## config.mk

```make
export PLATFORM = sky130hd
export DESIGN_NAME = seq_divider
export DESIGN_NICKNAME = d
export VERILOG_FILES = /design/src/rtl/div_pkg.sv /design/src/rtl/div_operand_prep.sv /design/src/rtl/div_step_unit.sv /design/src/rtl/div_sign_fix.sv /design/src/rtl/seq_divider.sv
export SDC_FILE = /design/constraint.sdc
export NUM_CORES = 1
export LEC_CHECK = 0
export BUFFER_PORTS_ARGS = -buffer_cell sky130_fd_sc_hd__buf_2
export CORE_MARGIN = 1.5
export CORE_UTILIZATION = 61
export CTS_BUF_LIST = sky130_fd_sc_hd__clkbuf_2
export DETAILED_ROUTE_END_ITERATION = 8
export HOLD_SLACK_MARGIN = 0.02
export PLACE_DENSITY = 0.79
export SYNTH_ARGS = -nofsm -noshare
export SYNTH_HDL_FRONTEND = slang
export SYNTH_SLANG_ARGS = --single-unit
```

## constraint.sdc

```tcl
create_clock -name clk -period 3.4 [get_ports clk]
set_clock_uncertainty 0.05 [all_clocks]
set_input_delay 0.34 -clock clk [delete_from_list [all_inputs] [get_ports clk]]
set_output_delay 0.34 -clock clk [all_outputs]
set_load 0.05 [all_outputs]
```

## src/rtl/div_pkg.sv

```systemverilog
package div_pkg;

    typedef enum logic [1:0] {
        ST_IDLE = 2'd0,
        ST_RUN  = 2'd1,
        ST_FIX  = 2'd2
    } div_state_t;

    typedef struct packed {
        logic signed_mode;
        logic neg_quot;
        logic neg_rem;
    } div_flags_t;

endpackage

```

## src/rtl/div_operand_prep.sv

```systemverilog
module div_operand_prep
    import div_pkg::*;
#(
    parameter int W = 32
) (
    input  logic         is_signed,
    input  logic [W-1:0] dividend,
    input  logic [W-1:0] divisor,
    output logic [W-1:0] mag_dvd,
    output logic [W-1:0] mag_dvs,
    output div_flags_t   flags,
    output logic         dvs_is_zero
);
    localparam logic [W-1:0] ONE = W'(1);

    logic dvd_neg, dvs_neg;

    always_comb begin
        dvd_neg = is_signed & dividend[W-1];
        dvs_neg = is_signed & divisor[W-1];
        mag_dvd = dvd_neg ? (~dividend + ONE) : dividend;
        mag_dvs = dvs_neg ? (~divisor + ONE) : divisor;
        flags.signed_mode = is_signed;
        flags.neg_quot    = dvd_neg ^ dvs_neg;
        flags.neg_rem     = dvd_neg;
        dvs_is_zero       = (divisor == '0);
    end
endmodule

```

## src/rtl/div_step_unit.sv

```systemverilog
module div_step_unit #(
    parameter int W = 32
) (
    input  logic [2*W:0] rem_in,
    input  logic [W-1:0] dvs,
    output logic [2*W:0] rem_out
);
    logic [W:0]   upper;
    logic [W+1:0] diff;
    logic         fits;
    logic [W:0]   kept;

    always_comb begin
        upper   = rem_in[2*W:W];
        diff    = {1'b0, upper} - {2'b00, dvs};
        fits    = ~diff[W+1];
        kept    = fits ? diff[W:0] : upper;
        // kept < dvs < 2^W, so its top bit is always zero and may be dropped
        rem_out = {kept[W-1:0], rem_in[W-1:0], fits};
    end
endmodule

```

## src/rtl/div_sign_fix.sv

```systemverilog
module div_sign_fix
    import div_pkg::*;
#(
    parameter int W = 32
) (
    input  logic [W-1:0] mag_q,
    input  logic [W-1:0] mag_r,
    input  div_flags_t   flags,
    output logic [W-1:0] q_out,
    output logic [W-1:0] r_out
);
    localparam logic [W-1:0] ONE = W'(1);

    always_comb begin
        q_out = (flags.signed_mode && flags.neg_quot) ? (~mag_q + ONE) : mag_q;
        r_out = (flags.signed_mode && flags.neg_rem)  ? (~mag_r + ONE) : mag_r;
    end
endmodule

```

## src/rtl/seq_divider.sv

```systemverilog
module seq_divider
    import div_pkg::*;
#(
    parameter int W = 32
) (
    input  logic         clk,
    input  logic         rst,
    input  logic         start,
    input  logic         is_signed,
    input  logic [W-1:0] dividend,
    input  logic [W-1:0] divisor,
    output logic [W-1:0] quotient,
    output logic [W-1:0] remainder,
    output logic         done,
    output logic         div_zero
);
    localparam int RW = 2 * W + 1;
    localparam int CW = $clog2(W + 1);
    localparam logic [CW-1:0] LAST = CW'(W - 1);

    div_state_t   state;
    logic [RW-1:0] rem_reg;
    logic [W-1:0]  dvs_reg;
    div_flags_t    flags_reg;
    logic [CW-1:0] cnt;

    logic [W-1:0]  prep_dvd, prep_dvs;
    div_flags_t    prep_flags;
    logic          prep_zero;
    logic [RW-1:0] step_out;
    logic [W-1:0]  fix_q, fix_r;
    logic [W-1:0]  corr_rem;

    div_operand_prep #(.W(W)) u_prep (
        .is_signed   (is_signed),
        .dividend    (dividend),
        .divisor     (divisor),
        .mag_dvd     (prep_dvd),
        .mag_dvs     (prep_dvs),
        .flags       (prep_flags),
        .dvs_is_zero (prep_zero)
    );

    div_step_unit #(.W(W)) u_step (
        .rem_in  (rem_reg),
        .dvs     (dvs_reg),
        .rem_out (step_out)
    );

    // final correction: upper half moved back down by one bit
    assign corr_rem = rem_reg[RW-1:W+1];

    div_sign_fix #(.W(W)) u_fix (
        .mag_q (rem_reg[W-1:0]),
        .mag_r (corr_rem),
        .flags (flags_reg),
        .q_out (fix_q),
        .r_out (fix_r)
    );

    always_ff @(posedge clk) begin
        if (rst) begin
            state     <= ST_IDLE;
            rem_reg   <= '0;
            dvs_reg   <= '0;
            flags_reg <= '0;
            cnt       <= '0;
            quotient  <= '0;
            remainder <= '0;
            done      <= 1'b0;
            div_zero  <= 1'b0;
        end else begin
            done <= 1'b0;
            unique case (state)
                ST_IDLE: begin
                    if (start) begin
                        if (prep_zero) begin
                            quotient  <= '1;
                            remainder <= dividend;
                            div_zero  <= 1'b1;
                            done      <= 1'b1;
                        end else begin
                            rem_reg   <= {W'(0), prep_dvd, 1'b0};
                            dvs_reg   <= prep_dvs;
                            flags_reg <= prep_flags;
                            cnt       <= '0;
                            state     <= ST_RUN;
                        end
                    end
                end
                ST_RUN: begin
                    rem_reg <= step_out;
                    cnt     <= cnt + CW'(1);
                    if (cnt == LAST) state <= ST_FIX;
                end
                ST_FIX: begin
                    quotient  <= fix_q;
                    remainder <= fix_r;
                    div_zero  <= 1'b0;
                    done      <= 1'b1;
                    state     <= ST_IDLE;
                end
                default: state <= ST_IDLE;
            endcase
        end
    end

    // completion is a single-cycle pulse
    a_r5_done_pulse: assert property (@(posedge clk) disable iff (rst)
        done |=> !done);

    // results move only together with a completion
    a_r8_results_hold: assert property (@(posedge clk) disable iff (rst)
        !done |-> ($stable(quotient) && $stable(remainder)));

    // the zero-divisor flag only appears with a completion
    a_r6_zero_flag_with_done: assert property (@(posedge clk) disable iff (rst)
        $rose(div_zero) |-> done);

    // the flag is only cleared by a completion
    a_r9_zero_flag_clear: assert property (@(posedge clk) disable iff (rst)
        $fell(div_zero) |-> done);

    // once running, each cycle advances the step count regardless of start
    a_r7_run_advances: assert property (@(posedge clk) disable iff (rst)
        (state == ST_RUN && cnt != LAST) |=>
            (state == ST_RUN && cnt == $past(cnt) + CW'(1)));

    // corrected remainder magnitude is below the divisor magnitude
    a_r4_rem_below_divisor: assert property (@(posedge clk) disable iff (rst)
        (state == ST_FIX) |-> (corr_rem < dvs_reg));
endmodule

```

==> reports/qor.yml, run 1 <==
worst_setup_path:
  critical_path_required_ns: 4.00
  crit_fanout: 50
  crit_slowest_cell: "or4_1"
  r2r_end: "rem_reg[61]"
  r2r_cells: 11
  r2r_slack_ns: 0.22
  start_kind: "input pin"
  cpPeakStageDelay_ns: 0.57
  worstReg2RegStart: "rem_reg[49]"
  crit_chain: "dlygate4sd3_1 > buf_2 > or4_1 > nor3_1 > nand4_1 > a21oi_1 > or2_1 > nor2_4 > nand3_1 > dlygate4sd3_1 > a21oi_1"
  arrival_ns: 3.82
  path_class: "input pin to flop"
  endpoint_kind: "flop"
pwr:
  powerDensity_nw_per_um2: 382.8
  peakVddDrop_uv: 256.4
  p_leak_nw: 5.371
grt:
  grt_max_degree: 91
  overflow: 0
  antenna_found_initial: 1
  grt_pass1_wl_mm: 50.69
  grt_pass1_vias: 10270
  track_usage_pct: 33.78
cells_and_area:
  largest_reg_flops: 65
  nets: 1723
  final_area_um2: 12990
  area_delta_synth_final_pct: 18.19
  instances_no_fill: 1854
  drive_above_1_share_pct: 13.82
  fillers: 1380
sta:
  whs_ns: 0.1049
  grt_setup_unrepaired: "no"
  slew_headroom_pct: 23.34
  tns_ns: 0
  fin_crit_ns: 3.219
  setup_viol: 0
  worst_slew_pin_slew_ns: 1.147
  fmax_mhz: 310.7
  hold_violations: 0
  slew_viol_final: 0
  post-route-period-util_pct: 94.67
yosys:
  syn_area_per_cell_um2: 7.618
  syn_inst: 1443
  ys_warn_count: 0
  ys_seq_area_share_pct: 31.69
  synthArstFlopShare_pct: 0
  ys_types: 67
  synth_edf_count: 0
  yosys-top-cells-area: "dfxtp_1 (32%), nand2_1 (6.4%), xnor2_1 (6.0%)"
  ys_ff_latch: 174
  ys_dominant_reg_cell: "dfxtp_1"
  postSynthNetCount: 1549
  synth_top_cell_by_area: "dfxtp_1"
  synth_top_area_share_pct: 31.69
  synth_area_um2: 10990
clock_tree:
  cts_setup_buffers: 0
  cts_max_level: 4
  clock_path_buffers: 2
  path_clk_slew_ns: 0.24
  cts_tree: "built"
  numCtsBuffers: 17
  cts-root-buf: "clkbuf_2"
  clk_latency_ns: 0.78
  cts_num_sinks: 174
min_path:
  min_path_cells: 4
  hold_class: "input pin to flop"
  hold_end: "remainder[26]"
  hp-start: "start"
routing:
  drt_iter0_drc: 1065
  firstDrtPassIters: 8
  wire_per_inst_um: 17.15
  drc_errors: 0
  avgViaCountPerCell: 6.103
  ant_nets: 0
  vias: 11320
  finalWirelength_mm: 31.80
placement:
  placed_area_um2: 11890
  dp_hpwl_mm: 22.29
  port_buffers: 133
  gp_congestion: 0.9268
  dp_cells: 1742
floorplanning:
  core_um2: 17480
  fp.dieH_um: 137.2
  fp.dieW_um: 137.2
  rows: 48
  die_area_um2: 18840
  pin_count: 134
  start_util_pct: 62.90
flow_run:
  maxCapViolCount: 0
status:
  status: "finished, final reports clean"
-- synth_stat cells, types with 3 or more instances --
cell,number
nand4_1,8
o211ai_1,3
ha_1,37
nor4_1,13
a211oi_1,51
or4_1,8
xnor2_1,75
nand3_1,19
o21ai_0,79
a22oi_1,31
a31oi_1,15
o31ai_1,17
a32oi_1,9
a311oi_1,31
a31o_2,3
buf_6,3
clkbuf_1,66
nand2b_1,7
buf_2,20
or2_2,3
and3_1,5
a22o_1,9
o21bai_1,3
dfxtp_1,174
nor2_1,167
a21oi_1,117
nor2b_1,6
mux2i_1,3
o41ai_1,12
inv_1,53
a221oi_1,17
o21ai_1,4
or3_1,4
nor3_1,46
and2_1,8
o21a_1,4
nand2_1,188
xor2_1,74
nor3b_1,3
a21o_1,14
-- logic make-up after synthesis --
logic type	Yosys count	share of synthesized area (%)
AOI/OAI and AO/OA	430	25.80
muxes	3	0.2732
and+or+nand+nor	500	20.28
DFF	174	31.69
adders and majority gates	38	4.393
buffers and inverters	149	5.691
xor gates and xnor gates	149	11.87
-- power by group --
group,switching (W),total (W),internal [W]
sequential,0.000102,0.00224,0.00214
clock,0.000750,0.00123,0.000483
combinational,0.000873,0.00150,0.000626
total,0.00173,0.00497,0.00325
-- critical path, delay by kind of cell --
family	cells	cell delay, ns
compound gates	2	0.30
buf+inv	3	1.25
simple gates	6	1.93
-- through the flow --
| step | total power [W] | setup WS, ns | util [%] |
|---|---|---|---|
| floorplan | 0.003270 | 0.5876 | - |
| global placement | 0.003634 | 0.4091 | 68.05 |
| detailed placement | 0.003655 | 0.3400 | 68.05 |
| CTS | 0.004951 | 0.2943 | 74.25 |
| global route | 0.005228 | 0.007936 | 74.34 |
| finish | 0.004974 | 0.1813 | 74.34 |
-- how the worst max path moves through the flow --
stage	start	to	slack, ns	cells past startpoint
final	divisor[4]	dvs_reg[31]	0.18	11
after floorplan	rem_reg[32]	rem_reg[63]	0.59	13
after CTS	divisor[4]	dvs_reg[27]	0.29	11
after detailed placement	divisor[20]	dvs_reg[14]	0.34	10
after global routing	divisor[24]	dvs_reg[31]	0.008	11
after global placement	divisor[20]	rem_reg[32]	0.41	9
-- metal layers --
| metal | up-vias | GRT usage, % | part of all wire [%] |
|---|---|---|---|
| met4 | 0 | 15.32 | 4.0 |
| met5 | - | 0 | 0 |
| met3 | 111 | 5.666 | 6.9 |
| met1 | 5185 | 42.11 | 41 |
| met2 | 503 | 57.17 | 48 |
| li1 | 5516 | - | - |
-- layout by cell type (no fill, tap or decap), types with 33 or more instances in the layout --
cell type      instances
a211oi_1              51
dlygate4sd3_1         81
o21ai_0               79
buf_4                 33
xnor2_1               75
ha_1                  37
nor3_1                45
buf_2                132
inv_1                 53
dfxtp_1              174
xor2_1                74
nand2_1              187
a21oi_1              117
nor2_1               163
-- layout make-up --
| type | count | area [um^2] | area share, % |
|---|---|---|---|
| tap | 225 | 281.5 | 2.167 |
| multi-input combinational | 1120 | 6950 | 53.50 |
| clock inverter | 13 | 187.7 | 1.445 |
| clock buffer | 17 | 85.08 | 0.6549 |
| sequential | 174 | 3483 | 26.81 |
| timing repair buffer | 250 | 1799 | 13.85 |
| antenna | 1 | 2.502 | 0.01926 |
| inverter | 54 | 202.7 | 1.560 |
-- timing repair --
action / in CTS / in global routing
resized for setup: 0 / 2
hold buffers: 81 / 0
hold endpoints to repair: 98 / 0
setup endpoints to repair: 0 / 2
Note: power is estimated with default switching activity, not from simulation.
==> run 2: changes to the inputs <==
--- a/config.mk
+++ b/config.mk
@@ -7,11 +7,11 @@
 export LEC_CHECK = 0
 export BUFFER_PORTS_ARGS = -buffer_cell sky130_fd_sc_hd__buf_2
 export CORE_MARGIN = 1.5
-export CORE_UTILIZATION = 61
+export CORE_UTILIZATION = 55
 export CTS_BUF_LIST = sky130_fd_sc_hd__clkbuf_2
 export DETAILED_ROUTE_END_ITERATION = 8
 export HOLD_SLACK_MARGIN = 0.02
-export PLACE_DENSITY = 0.79
+export PLACE_DENSITY = 0.75
 export SYNTH_ARGS = -nofsm -noshare
 export SYNTH_HDL_FRONTEND = slang
 export SYNTH_SLANG_ARGS = --single-unit
==> constraint.sdc (replaced) <==
create_clock -name clk -period 2.95 [get_ports clk]
set_clock_uncertainty 0.05 [all_clocks]
set_input_delay 0.295 -clock clk [delete_from_list [all_inputs] [get_ports clk]]
set_output_delay 0.295 -clock clk [all_outputs]
set_load 0.05 [all_outputs]
==> reports/qor.yml, run 2 (synthesis gave the netlist of run 1 again) <==
sta:
  fmax_mhz: 331.3
  fin_ws_ns: -0.06835
  tns_ns: -0.08108
  slew_headroom_pct: 53.39
  whs_ns: 0.08482
  grt_setup_unrepaired: "yes"
  setup_viol: 2
  fin_crit_ns: 3.018
  hold_violations: 0
  post-route-period-util_pct: 102.3
  slew_viol_final: 0
  worst_slew_pin_slew_ns: 0.6975
grt:
  track_usage_pct: 30.09
  overflow: 0
  grt_pass1_wl_mm: 49.92
  grt_pass1_vias: 10160
  antenna_found_initial: 1
  grt_max_degree: 111
clock_tree:
  clk_latency_ns: 0.79
  cts_tree: "built"
  cts-root-buf: "clkbuf_2"
  cts_max_level: 4
  cts_num_sinks: 174
  path_clk_slew_ns: 0.29
  clock_path_buffers: 2
  numCtsBuffers: 17
pwr:
  p_comb_share_pct: 32.2
  seqPwrFrac_pct: 44.2
  swShare_pct: 35.97
  powerDensity_nw_per_um2: 430.4
  switchingPower_w: 0.002095
  internal_power_w: 0.003729
  p_leak_nw: 5.617
  power.clock.fraction_pct: 23.6
  peakVddDrop_uv: 253.0
worst_setup_path:
  crit_fanout: 33
  crit_start: "divisor[25]"
  arrival_ns: 3.67
  start_kind: "input pin"
  path_class: "input pin to flop"
  worstReg2RegStart: "rem_reg[47]"
  r2r_cells: 9
  critical_path_required_ns: 3.61
  endpoint_kind: "flop"
cells_and_area:
  nets: 1768
  layout_common_cells: "nand2_1 (187), dfxtp_1 (171), nor2_1 (162)"
  largest_reg_flops: 65
  area_delta_synth_final_pct: 23.09
  fillers: 1665
  utilization_pct: 69.30
  layout_commonest_cell: "nand2_1"
  drive_above_1_share_pct: 17.01
floorplanning:
  fp.dieH_um: 144.4
  pin_count: 134
  rows: 51
  fp.dieW_um: 144.4
  die_area_um2: 20840
  start_util_pct: 56.30
  core_um2: 19530
routing:
  wire_per_inst_um: 16.35
  vias: 11240
  drt_iter0_drc: 685
  finalWirelength_mm: 31.74
  ant_nets: 0
  drc_errors: 0
  avgViaCountPerCell: 5.792
  firstDrtPassIters: 7
status:
  violations: "negative setup slack"
  status: "finished with violations"
placement:
  dp_hpwl_mm: 22.66
  preCtsSetupSlack_ns: -0.04388
  gp_congestion: 0.9190
  port_buffers: 133
min_path:
  hold_class: "input pin to flop"
  hp-start: "start"
  min_path_cells: 6
flow_run:
  maxCapViolCount: 0
## run 2: cell types whose count changed in the layout (fill, tap and decap cells not counted), moves of 2 or more
cell / delta
buf_12: +6
buf_4: +32
bufinv_16: -2
dfxtp_1: -3
dfxtp_2: +3
dlygate4sd3_1: +7
ha_1: -3
ha_2: +3
inv_8: +4
nor3_1: -2
nor3_2: +2
o21ai_0: -7
o21ai_1: +6
## run 2: power groups by stage
stage	Combinational [W]	Sequential (W)	Clock, W
after global placement	0.00167	0.00261	0
after CTS	0.00181	0.00257	0.00140
after detailed placement	0.00169	0.00261	0
after global routing	0.00206	0.00259	0.00148
final	0.00188	0.00257	0.00137
after floorplan	0.00117	0.00259	0
## run 2: final timing paths
| path | endpoint | slack (ns) |
|---|---|---|
| min reg2reg | dvs_reg[31] | 0.44 |
| min | remainder[28] | 0.08 |
| max | dvs_reg[31] | -0.07 |
| max reg2reg | remainder[30] | 0.06 |
## run 2: through the flow
stage | power, W | area, um^2 | cells
finish | 0.005825 | 13530 | 1941
global route | 0.006131 | 13530 | 1941
CTS | 0.005781 | 13450 | 1939
detailed placement | 0.004306 | 12300 | 1819
global placement | 0.004281 | 12300 | 1819
floorplan | 0.003769 | 10990 | 1443
## run 2: repair_timing
action                                  in CTS  in global routing
endpoints found under the hold margin      106                  0
endpoints found under the setup margin       2                 31
resized for setup                            3                 26
pin swaps                                    0                  6
hold buffers                                88                  0
setup buffers                                0                  1
## run 2: area by class of cell
class                   count  area (um^2)  share of cell area [%]
multi-input cells        1120         7013                   51.83
clock inverters            14        175.2                   1.295
well taps                 265        331.6                   2.450
clock buffers              18        90.09                  0.6657
diodes                      1        2.502                 0.01849
flip-flops and latches    174         3487                   25.77
repair buffers            295         2230                   16.48
inverters                  54        202.7                   1.498
## run 2: per-layer routing
layer  global-route usage, %  vias to the layer above  share of wire (%)
met5                       0                        -                  0
met4                   10.85                        0                2.9
met3                   4.106                       80                5.0
met2                   52.10                      380                 48
met1                   38.17                     5179                 44
li1                        -                     5604                  -
## run 2: worst max-delay path: stages
cell and delay, ns:
dlygate4sd3_1 0.54, buf_2 0.15, or4_1 0.59, nor4b_2 0.30
buf_4 0.17, nand4_1 0.22, a21oi_2 0.23, or2_1 0.22
nor2_4 0.06, buf_12 0.19, nand3_1 0.09, dlygate4sd3_1 0.55
a21oi_1 0.06
